$ cat config.mk
export PLATFORM = sky130hd
export DESIGN_NAME = wdg_timer
export DESIGN_NICKNAME = d
export VERILOG_FILES = /design/src/rtl/wdg_pkg.sv /design/src/rtl/wdg_bus_regs.sv /design/src/rtl/wdg_arm_seq.sv /design/src/rtl/wdg_prescale.sv /design/src/rtl/wdg_counter.sv /design/src/rtl/wdg_timer.sv
export SDC_FILE = /design/constraint.sdc
export NUM_CORES = 1
export LEC_CHECK = 0
export ABC_AREA = 1
export BUFFER_PORTS_ARGS = -buffer_cell sky130_fd_sc_hd__buf_2
export CORE_ASPECT_RATIO = 1.1
export CORE_MARGIN = 3
export CORE_UTILIZATION = 40
export CTS_BUF_LIST = sky130_fd_sc_hd__clkbuf_8
export DETAILED_ROUTE_END_ITERATION = 6
export PLACE_DENSITY = 0.63
export RECOVER_POWER = 25
export SLEW_MARGIN = 15
export SYNTH_ARGS = -nofsm -noshare
export SYNTH_HDL_FRONTEND = slang
export SYNTH_SLANG_ARGS = --single-unit
$ cat constraint.sdc
create_clock -name clk -period 4.85 [get_ports clk]
set_input_delay 0.97 -clock clk [delete_from_list [all_inputs] [get_ports clk]]
set_output_delay 0.97 -clock clk [all_outputs]
set_load 0.1 [all_outputs]
$ cat src/rtl/wdg_pkg.sv
package wdg_pkg;
  localparam int ADDR_W = 3;
  localparam int PEND_W = 5;
  localparam int EXP_W  = 3;

  typedef enum logic [ADDR_W-1:0] {
    A_REV   = 3'd0,
    A_CTRL  = 3'd1,
    A_COUNT = 3'd2,
    A_LOAD  = 3'd3,
    A_TRIG  = 3'd4,
    A_ARM   = 3'd5,
    A_PEND  = 3'd6
  } reg_addr_e;

  localparam int PB_CTRL = 0;
  localparam int PB_LOAD = 2;
  localparam int PB_TRIG = 3;
  localparam int PB_ARM  = 4;

  localparam int CTRL_EN_BIT  = 5;
  localparam int CTRL_EXP_LSB = 2;
  localparam int CTRL_W       = EXP_W + 1;

  localparam logic [15:0] KEY_ON_A  = 16'hBBBB;
  localparam logic [15:0] KEY_ON_B  = 16'h4444;
  localparam logic [15:0] KEY_OFF_A = 16'hAAAA;
  localparam logic [15:0] KEY_OFF_B = 16'h5555;

  typedef enum logic [1:0] {
    SEQ_IDLE = 2'd0,
    SEQ_ON_HALF = 2'd1,
    SEQ_OFF_HALF = 2'd2
  } seq_e;
endpackage

$ cat src/rtl/wdg_bus_regs.sv
module wdg_bus_regs
  import wdg_pkg::*;
#(
  parameter int DATA_W   = 32,
  parameter int CNT_W    = 32,
  parameter int REVISION = 8'h21
) (
  input  logic              clk,
  input  logic              rst_n,
  input  logic              tick,
  input  logic              bus_valid,
  input  logic              bus_write,
  input  logic [ADDR_W-1:0] bus_addr,
  input  logic [DATA_W-1:0] bus_wdata,
  output logic [DATA_W-1:0] bus_rdata,
  input  logic [CNT_W-1:0]  count,
  output logic [PEND_W-1:0] pend,
  output logic [CTRL_W-1:0] ctrl_q,
  output logic              ctrl_apply,
  output logic [CNT_W-1:0]  load_next,
  output logic              reload,
  output logic              arm_apply,
  output logic [15:0]       arm_word
);
  logic              wr;
  logic [PEND_W-1:0] hit;
  logic [PEND_W-1:0] take;
  logic [PEND_W-1:0] app;
  logic [CTRL_W-1:0] ctrl_sh;
  logic [CNT_W-1:0]  load_sh, load_q;
  logic [DATA_W-1:0] trig_sh, last_trig;
  logic [15:0]       arm_sh;

  assign wr = bus_valid && bus_write;

  always_comb begin
    hit          = '0;
    hit[PB_CTRL] = wr && (bus_addr == A_CTRL);
    hit[PB_LOAD] = wr && (bus_addr == A_LOAD);
    hit[PB_TRIG] = wr && (bus_addr == A_TRIG);
    hit[PB_ARM]  = wr && (bus_addr == A_ARM);
  end

  for (genvar i = 0; i < PEND_W; i++) begin : g_pend
    assign take[i] = hit[i] && !pend[i];
    assign app[i]  = pend[i] && tick;
    always_ff @(posedge clk) begin
      if (!rst_n)      pend[i] <= 1'b0;
      else if (app[i]) pend[i] <= 1'b0;
      else if (hit[i]) pend[i] <= 1'b1;
    end
  end

  always_ff @(posedge clk) begin
    if (!rst_n) begin
      ctrl_sh <= '0;
      load_sh <= '0;
      trig_sh <= '0;
      arm_sh  <= '0;
    end else begin
      if (take[PB_CTRL]) ctrl_sh <= bus_wdata[CTRL_EN_BIT:CTRL_EXP_LSB];
      if (take[PB_LOAD]) load_sh <= bus_wdata[CNT_W-1:0];
      if (take[PB_TRIG]) trig_sh <= bus_wdata;
      if (take[PB_ARM])  arm_sh  <= bus_wdata[15:0];
    end
  end

  always_ff @(posedge clk) begin
    if (!rst_n) begin
      ctrl_q    <= '0;
      load_q    <= '0;
      last_trig <= '0;
    end else begin
      if (app[PB_CTRL]) ctrl_q    <= ctrl_sh;
      if (app[PB_LOAD]) load_q    <= load_sh;
      if (app[PB_TRIG]) last_trig <= trig_sh;
    end
  end

  assign ctrl_apply = app[PB_CTRL];
  assign load_next  = app[PB_LOAD] ? load_sh : load_q;
  assign reload     = app[PB_TRIG] && (trig_sh != last_trig);
  assign arm_apply  = app[PB_ARM];
  assign arm_word   = arm_sh;

  always_comb begin
    bus_rdata = '0;
    case (bus_addr)
      A_REV:   bus_rdata[7:0] = 8'(REVISION);
      A_CTRL:  bus_rdata[CTRL_EN_BIT:CTRL_EXP_LSB] = ctrl_q;
      A_COUNT: bus_rdata[CNT_W-1:0] = count;
      A_LOAD:  bus_rdata[CNT_W-1:0] = load_q;
      A_TRIG:  bus_rdata = last_trig;
      A_PEND:  bus_rdata[PEND_W-1:0] = pend;
      default: bus_rdata = '0;
    endcase
  end
endmodule

$ cat src/rtl/wdg_arm_seq.sv
module wdg_arm_seq
  import wdg_pkg::*;
(
  input  logic        clk,
  input  logic        rst_n,
  input  logic        arm_apply,
  input  logic [15:0] arm_word,
  output logic        running
);
  seq_e st;

  always_ff @(posedge clk) begin
    if (!rst_n) begin
      st      <= SEQ_IDLE;
      running <= 1'b1;
    end else if (arm_apply) begin
      if (arm_word == KEY_ON_A) begin
        st <= SEQ_ON_HALF;
      end else if (arm_word == KEY_OFF_A) begin
        st <= SEQ_OFF_HALF;
      end else if (st == SEQ_ON_HALF && arm_word == KEY_ON_B) begin
        running <= 1'b1;
        st      <= SEQ_IDLE;
      end else if (st == SEQ_OFF_HALF && arm_word == KEY_OFF_B) begin
        running <= 1'b0;
        st      <= SEQ_IDLE;
      end else begin
        st <= SEQ_IDLE;
      end
    end
  end
endmodule

$ cat src/rtl/wdg_prescale.sv
module wdg_prescale
  import wdg_pkg::*;
#(
  parameter int XW = EXP_W
) (
  input  logic          clk,
  input  logic          rst_n,
  input  logic          tick,
  input  logic          clear,
  input  logic          en,
  input  logic [XW-1:0] expo,
  output logic          step
);
  localparam int DIV_W = (1 << XW) - 1;

  logic [DIV_W-1:0] pcnt;
  logic [DIV_W-1:0] mask;

  assign mask = (DIV_W'(1) << expo) - DIV_W'(1);
  assign step = tick && !clear && (!en || ((pcnt & mask) == mask));

  always_ff @(posedge clk) begin
    if (!rst_n)           pcnt <= '0;
    else if (clear)       pcnt <= '0;
    else if (tick && en)  pcnt <= pcnt + DIV_W'(1);
  end
endmodule

$ cat src/rtl/wdg_counter.sv
module wdg_counter #(
  parameter int CNT_W = 32
) (
  input  logic             clk,
  input  logic             rst_n,
  input  logic             step,
  input  logic             running,
  input  logic             reload,
  input  logic [CNT_W-1:0] load_next,
  output logic [CNT_W-1:0] count,
  output logic             wrap
);
  always_ff @(posedge clk) begin
    if (!rst_n) begin
      count <= '0;
      wrap  <= 1'b0;
    end else begin
      wrap <= 1'b0;
      if (reload) begin
        count <= load_next;
      end else if (running && step) begin
        if (&count) begin
          count <= load_next;
          wrap  <= 1'b1;
        end else begin
          count <= count + CNT_W'(1);
        end
      end
    end
  end
endmodule

$ cat src/rtl/wdg_timer.sv
module wdg_timer
  import wdg_pkg::*;
#(
  parameter int DATA_W   = 32,
  parameter int CNT_W    = 32,
  parameter int REVISION = 8'h21
) (
  input  logic              clk,
  input  logic              rst_n,
  input  logic              tick,
  input  logic              bus_valid,
  output logic              bus_ready,
  input  logic              bus_write,
  input  logic [ADDR_W-1:0] bus_addr,
  input  logic [DATA_W-1:0] bus_wdata,
  output logic [DATA_W-1:0] bus_rdata,
  output logic              wd_reset_req
);
  logic [PEND_W-1:0] pend;
  logic [CTRL_W-1:0] ctrl_q;
  logic              ctrl_apply;
  logic [CNT_W-1:0]  load_next;
  logic              reload;
  logic              arm_apply;
  logic [15:0]       arm_word;
  logic              running;
  logic              step;
  logic [CNT_W-1:0]  count;

  assign bus_ready = 1'b1;

  wdg_bus_regs #(.DATA_W(DATA_W), .CNT_W(CNT_W), .REVISION(REVISION)) u_regs (
    .clk(clk), .rst_n(rst_n), .tick(tick),
    .bus_valid(bus_valid), .bus_write(bus_write), .bus_addr(bus_addr),
    .bus_wdata(bus_wdata), .bus_rdata(bus_rdata), .count(count),
    .pend(pend), .ctrl_q(ctrl_q), .ctrl_apply(ctrl_apply),
    .load_next(load_next), .reload(reload),
    .arm_apply(arm_apply), .arm_word(arm_word)
  );

  wdg_arm_seq u_arm (
    .clk(clk), .rst_n(rst_n), .arm_apply(arm_apply), .arm_word(arm_word),
    .running(running)
  );

  wdg_prescale #(.XW(EXP_W)) u_pre (
    .clk(clk), .rst_n(rst_n), .tick(tick), .clear(ctrl_apply),
    .en(ctrl_q[CTRL_W-1]), .expo(ctrl_q[EXP_W-1:0]), .step(step)
  );

  wdg_counter #(.CNT_W(CNT_W)) u_cnt (
    .clk(clk), .rst_n(rst_n), .step(step), .running(running),
    .reload(reload), .load_next(load_next), .count(count),
    .wrap(wd_reset_req)
  );
endmodule

==> impl.org <==
** Pwr
- Across the VDD grid, the largest voltage drop is slightly below 0.0002 V.
- Power density over cell area :: 282 nW/um^2
- Clock network fraction of design power :: 33.7%
- Combinational logic burns around 12% of the power.
- Of the total power, registers draw between 50% and 60%.
- Switching share of total power :: a little under a third
- Internal power :: roughly 0.0022 W
- Static Leakage :: around 4.6 nW
- Net switching power :: ~0.001 W

** GRT
- Vias in the first global route :: approximately 9k
- Overflow left after global routing :: 0
- The first global-routing pass estimated 49.4 mm of wire.
- Aggregate global-route resource usage :: a little under a quarter
- The number of antenna violations at the first check in global routing is 0.
- Maximum number of pins on one net before global-route repair :: between 70 and 80

** Route
- Final ANT Viol Nets :: 0
- Routed Wire Length :: roughly 31 mm
- The first detailed-routing pass ran for 5 iterations.
- Vias :: just under 10k
- Wire length per cell after detailed routing :: between 15 and 20 um
- In the routed design, unresolved DRC markers number 0.
- Ratio of routed vias to standard cells :: ~5.3
- Violation count after the first detailed-routing iteration :: 655

** Worst hold path
- Worst hold path endpoint :: u_regs.load_sh[11]
- The min-delay analysis places its worst path in the category reg -> reg.
- The startpoint identified for the worst hold timing path is u_regs.load_sh[11].
- Min-Delay Path Depth :: 2

** Timing
- Setup violations remaining at the end of the flow were counted as 0.
- Setup total negative slack on the finished layout was measured at 0 ps.
- On the final layout, the worst clock skew is between 20 and 30 ps.
- Of the available clock period, the critical path in the final layout requires between 80% and 90%.
- Setup repair after global routing left no endpoint under its margin.
- The final hold violation count is 0.
- Final-report max-slew violation count :: 46
- Post-route minimum period :: 3950 ps
- Slew at the pin closest to its max-slew limit :: 2020 ps
- The worst pin sits at a relative slew slack of -34.4%.
- Hold timing on the final database bottoms out at a slack of 469 ps.
- Fmax :: approximately 250 MHz

** Setup path
- Critical R2R Launch :: u_regs.ctrl_q[1]
- Crit-path cells :: clkbuf_1 -> inv_1 -> nor2_1 -> inv_1 -> nor3_1
- The critical path in this run is classified as in -> reg.
- Kind of capture point of the worst setup path :: flip-flop
- Setup slack on the worst reg-to-reg path comes out at around 1800 ps.
- STA puts the critical path data arrival time at roughly 4400 ps.
- In this run the critical register-to-register path is captured at u_cnt.count[0].
- Worst stage delay on the critical path :: about 1400 ps
- The largest individual stage delay along the critical path comes from the cell clkbuf_1.
- Worst path required time :: between 5000 and 6000 ps
- The cell that appears most often on the critical path is inv_1.
- Max FO, Critical Path :: 45
- Critical path launch point type :: input pin
- Path depth of the worst reg2reg path :: 14

** Synth
- Top_reg_cell synth :: dfxtp_1
- Post-Synth XOR/XNOR Area :: about 3.2%
- Largest cells by area after synthesis :: dfxtp_1 39%, nand2_1 12%, nor2_1 9.2%, o21ai_0 8.3%, nand3_1 4.9%
- Averaged over all synthesized cells, the footprint is 6.69 sq um.
- The synthesized netlist devotes 0.369% of its cell area to adder and majority cells.
- Counting distinct cell types in the post-synthesis netlist gives 45.
- Yosys printed 0 warnings.
- Largest family of logic cells by synthesized area :: simple AND/OR/NAND/NOR gates
- For this run, asynchronously set or reset flops after synthesis account for 0%.
- Counting flops with a built-in enable in the synthesized netlist gives 0.
- Area share of the largest cell type after synthesis :: approximately two fifths
- Number of flip-flops and latches in the synthesized netlist :: 199
- Complex-gate fraction of the synthesized area :: 17.1%
- Sequential elements use 39.2% of the synthesized area.
- Net count after synthesis :: ~1.6k
- Mapped Area :: roughly 10000 sq um
- Post-Synthesis Cells :: around 1.5k
- Of all cell types, the one taking the most synthesized area is dfxtp_1.
- Summing the areas of all and, or, nand and nor instances in the mapped netlist gives 30.7% of the synthesized area.
- Multiplexer cells account for less than 1% of the synthesized area.

** Cells and area
- 0 antenna diodes ended up in the layout.
- Cells with a size suffix above 1 make up around a tenth of the layout.
- Final instance area :: 11200 sq um
- The final layout contains around 1.6k nets.
- Number of cells in the finished layout apart from fillers :: ~1.9k
- The area growth from synthesis to layout is 10.6%.
- Final core area utilization :: 45.5%
- The filler cells instantiated in the layout total 2573.
- The top cell types in the final layout, fill and taps aside, are 337 x nand2_1, 250 x nor2_1, 199 x dfxtp_1.
- The library cell used most frequently in the layout, excluding fill and tap cells, is nand2_1.

** Clocking
- Clock Path Buffers :: 2
- In this run, CTS created clock tree buffers numbering 17.
- TritonCTS built the clock tree.
- For the worst-skew pair, the clock arrives at the later sink with an insertion delay of 490 ps.
- CTS Root Cell :: clkbuf_8
- Worst-path clk slew :: ~120 ps
- The tree built by TritonCTS fans out to 199 sinks.
- The number of setup buffers added after CTS is 0.
- Number of instances resized during post-cts repair :: 0
- Hold repair after CTS inserted 0 buffers.
- Number of H-tree branching levels :: 4

** Placement
- Port-buffer cells :: a little over 70
- Half-perimeter wire length of the detailed placement result :: ~23 mm
- After detailed placement, the design holds a cell count of 1835.
- Summing all placed instances gives a cell area of around 11000 sq um.
- The congestion estimate from routability-driven global placement came to approximately 0.95.

** Floorplan
- Floorplan core area :: 24700 sq um
- I/O pin count :: 74
- Cell Rows :: 60
- Initial cell density of the core :: just over 40%
- Horizontal die dimension :: between 150 and 200 um
- Vertical die dimension :: ~170 um
- The die covers about 27000 sq um.

** Run
- Across the run, the number of max-cap violations was 1.

** Status
- Violations in the final reports :: capacitance limit, slew limit
- Run status :: complete, but fails checks
-- metrics by stage --
| step | setup slack, ps | power, W |
|---|---|---|
| after floorplan | 168 | 0.00201 |
| after CTS | 1020 | 0.00319 |
| final | 902 | 0.00317 |
| after global routing | 493 | 0.00330 |
| after detailed placement | 1030 | 0.00214 |
| after global placement | 1030 | 0.00213 |
-- area by class of cell --
| class | instances | area (sq um) | area share [%] |
|---|---|---|---|
| timing repair buffer | 85 | 648 | 5.77 |
| clock inverter | 14 | 160 | 1.43 |
| inverter | 137 | 514 | 4.58 |
| tap | 310 | 388 | 3.45 |
| clock buffer | 17 | 234 | 2.08 |
| multi-input combinational | 1104 | 5310 | 47.2 |
| sequential | 199 | 3980 | 35.5 |
-- synthesized netlist by cell type, drive strengths merged, types with 8 or more instances --
library cell and n:
xnor2 26, inv 136, xor2 11, nor3 12, nor2 257, buf 25, o221ai 26, nand4 8
nand2 348, mux2i 8, dfxtp 199, o21ai 175, clkbuf 54, nand3 99, a21oi 93
-- kinds of logic after synthesis --
family | Yosys count
AO/OA/AOI/OAI | 312
multiplexers | 8
adder cells (fa/ha/maj) | 3
flip-flops | 199
AND/OR/NAND/NOR | 743
buffers and inverters | 216
other | 1
XOR/XNOR | 37
-- worst max-delay path by stage --
stage	cells past startpoint	startpoint	slack, ps	to
after floorplan	7	bus_addr[1]	170	bus_rdata[4]
after global routing	5	rst_n	490	u_pre.pcnt[0]
after CTS	11	bus_addr[1]	1020	bus_rdata[0]
after global placement	9	bus_addr[1]	1030	bus_rdata[11]
after detailed placement	11	bus_addr[1]	1030	bus_rdata[0]
final	5	rst_n	900	u_pre.pcnt[0]
-- power groups by stage --
stage | Sequential, W | Combinational (W) | Clock (W)
after global routing | 0.00172 | 0.000426 | 0.00115
after detailed placement | 0.00175 | 0.000381 | 0
after global placement | 0.00175 | 0.000378 | 0
after floorplan | 0.00174 | 0.000273 | 0
final | 0.00172 | 0.000385 | 0.00107
after CTS | 0.00172 | 0.000382 | 0.00109
-- registers in the layout, indices dropped and copies added, names as in the netlist, 2 cells and up --
signal	flops
u_cnt.count	32
u_regs.ctrl_sh	4
u_regs.arm_word	16
u_pre.pcnt	7
u_regs.pend	4
u_regs.trig_sh	32
u_regs.load_sh	32
u_regs.last_trig	32
u_regs.load_q	32
u_regs.ctrl_q	4
u_arm.st	2
-- routing by layer --
metal / global-route usage [%] / wire, um / vias up
met5: 0 / 0 / -
met4: 8.07 / 941 / 0
met3: 2.85 / 1460 / 61
met2: 35.8 / 14100 / 265
met1: 32.3 / 14800 / 4530
li1: - / - / 4992
-- critical path: cells and delay by family --
family | cells | cell delay, ps
buf+inv | 3 | 2610
simple gates | 2 | 760
No activity file was read; power rests on OpenSTA's default activity.
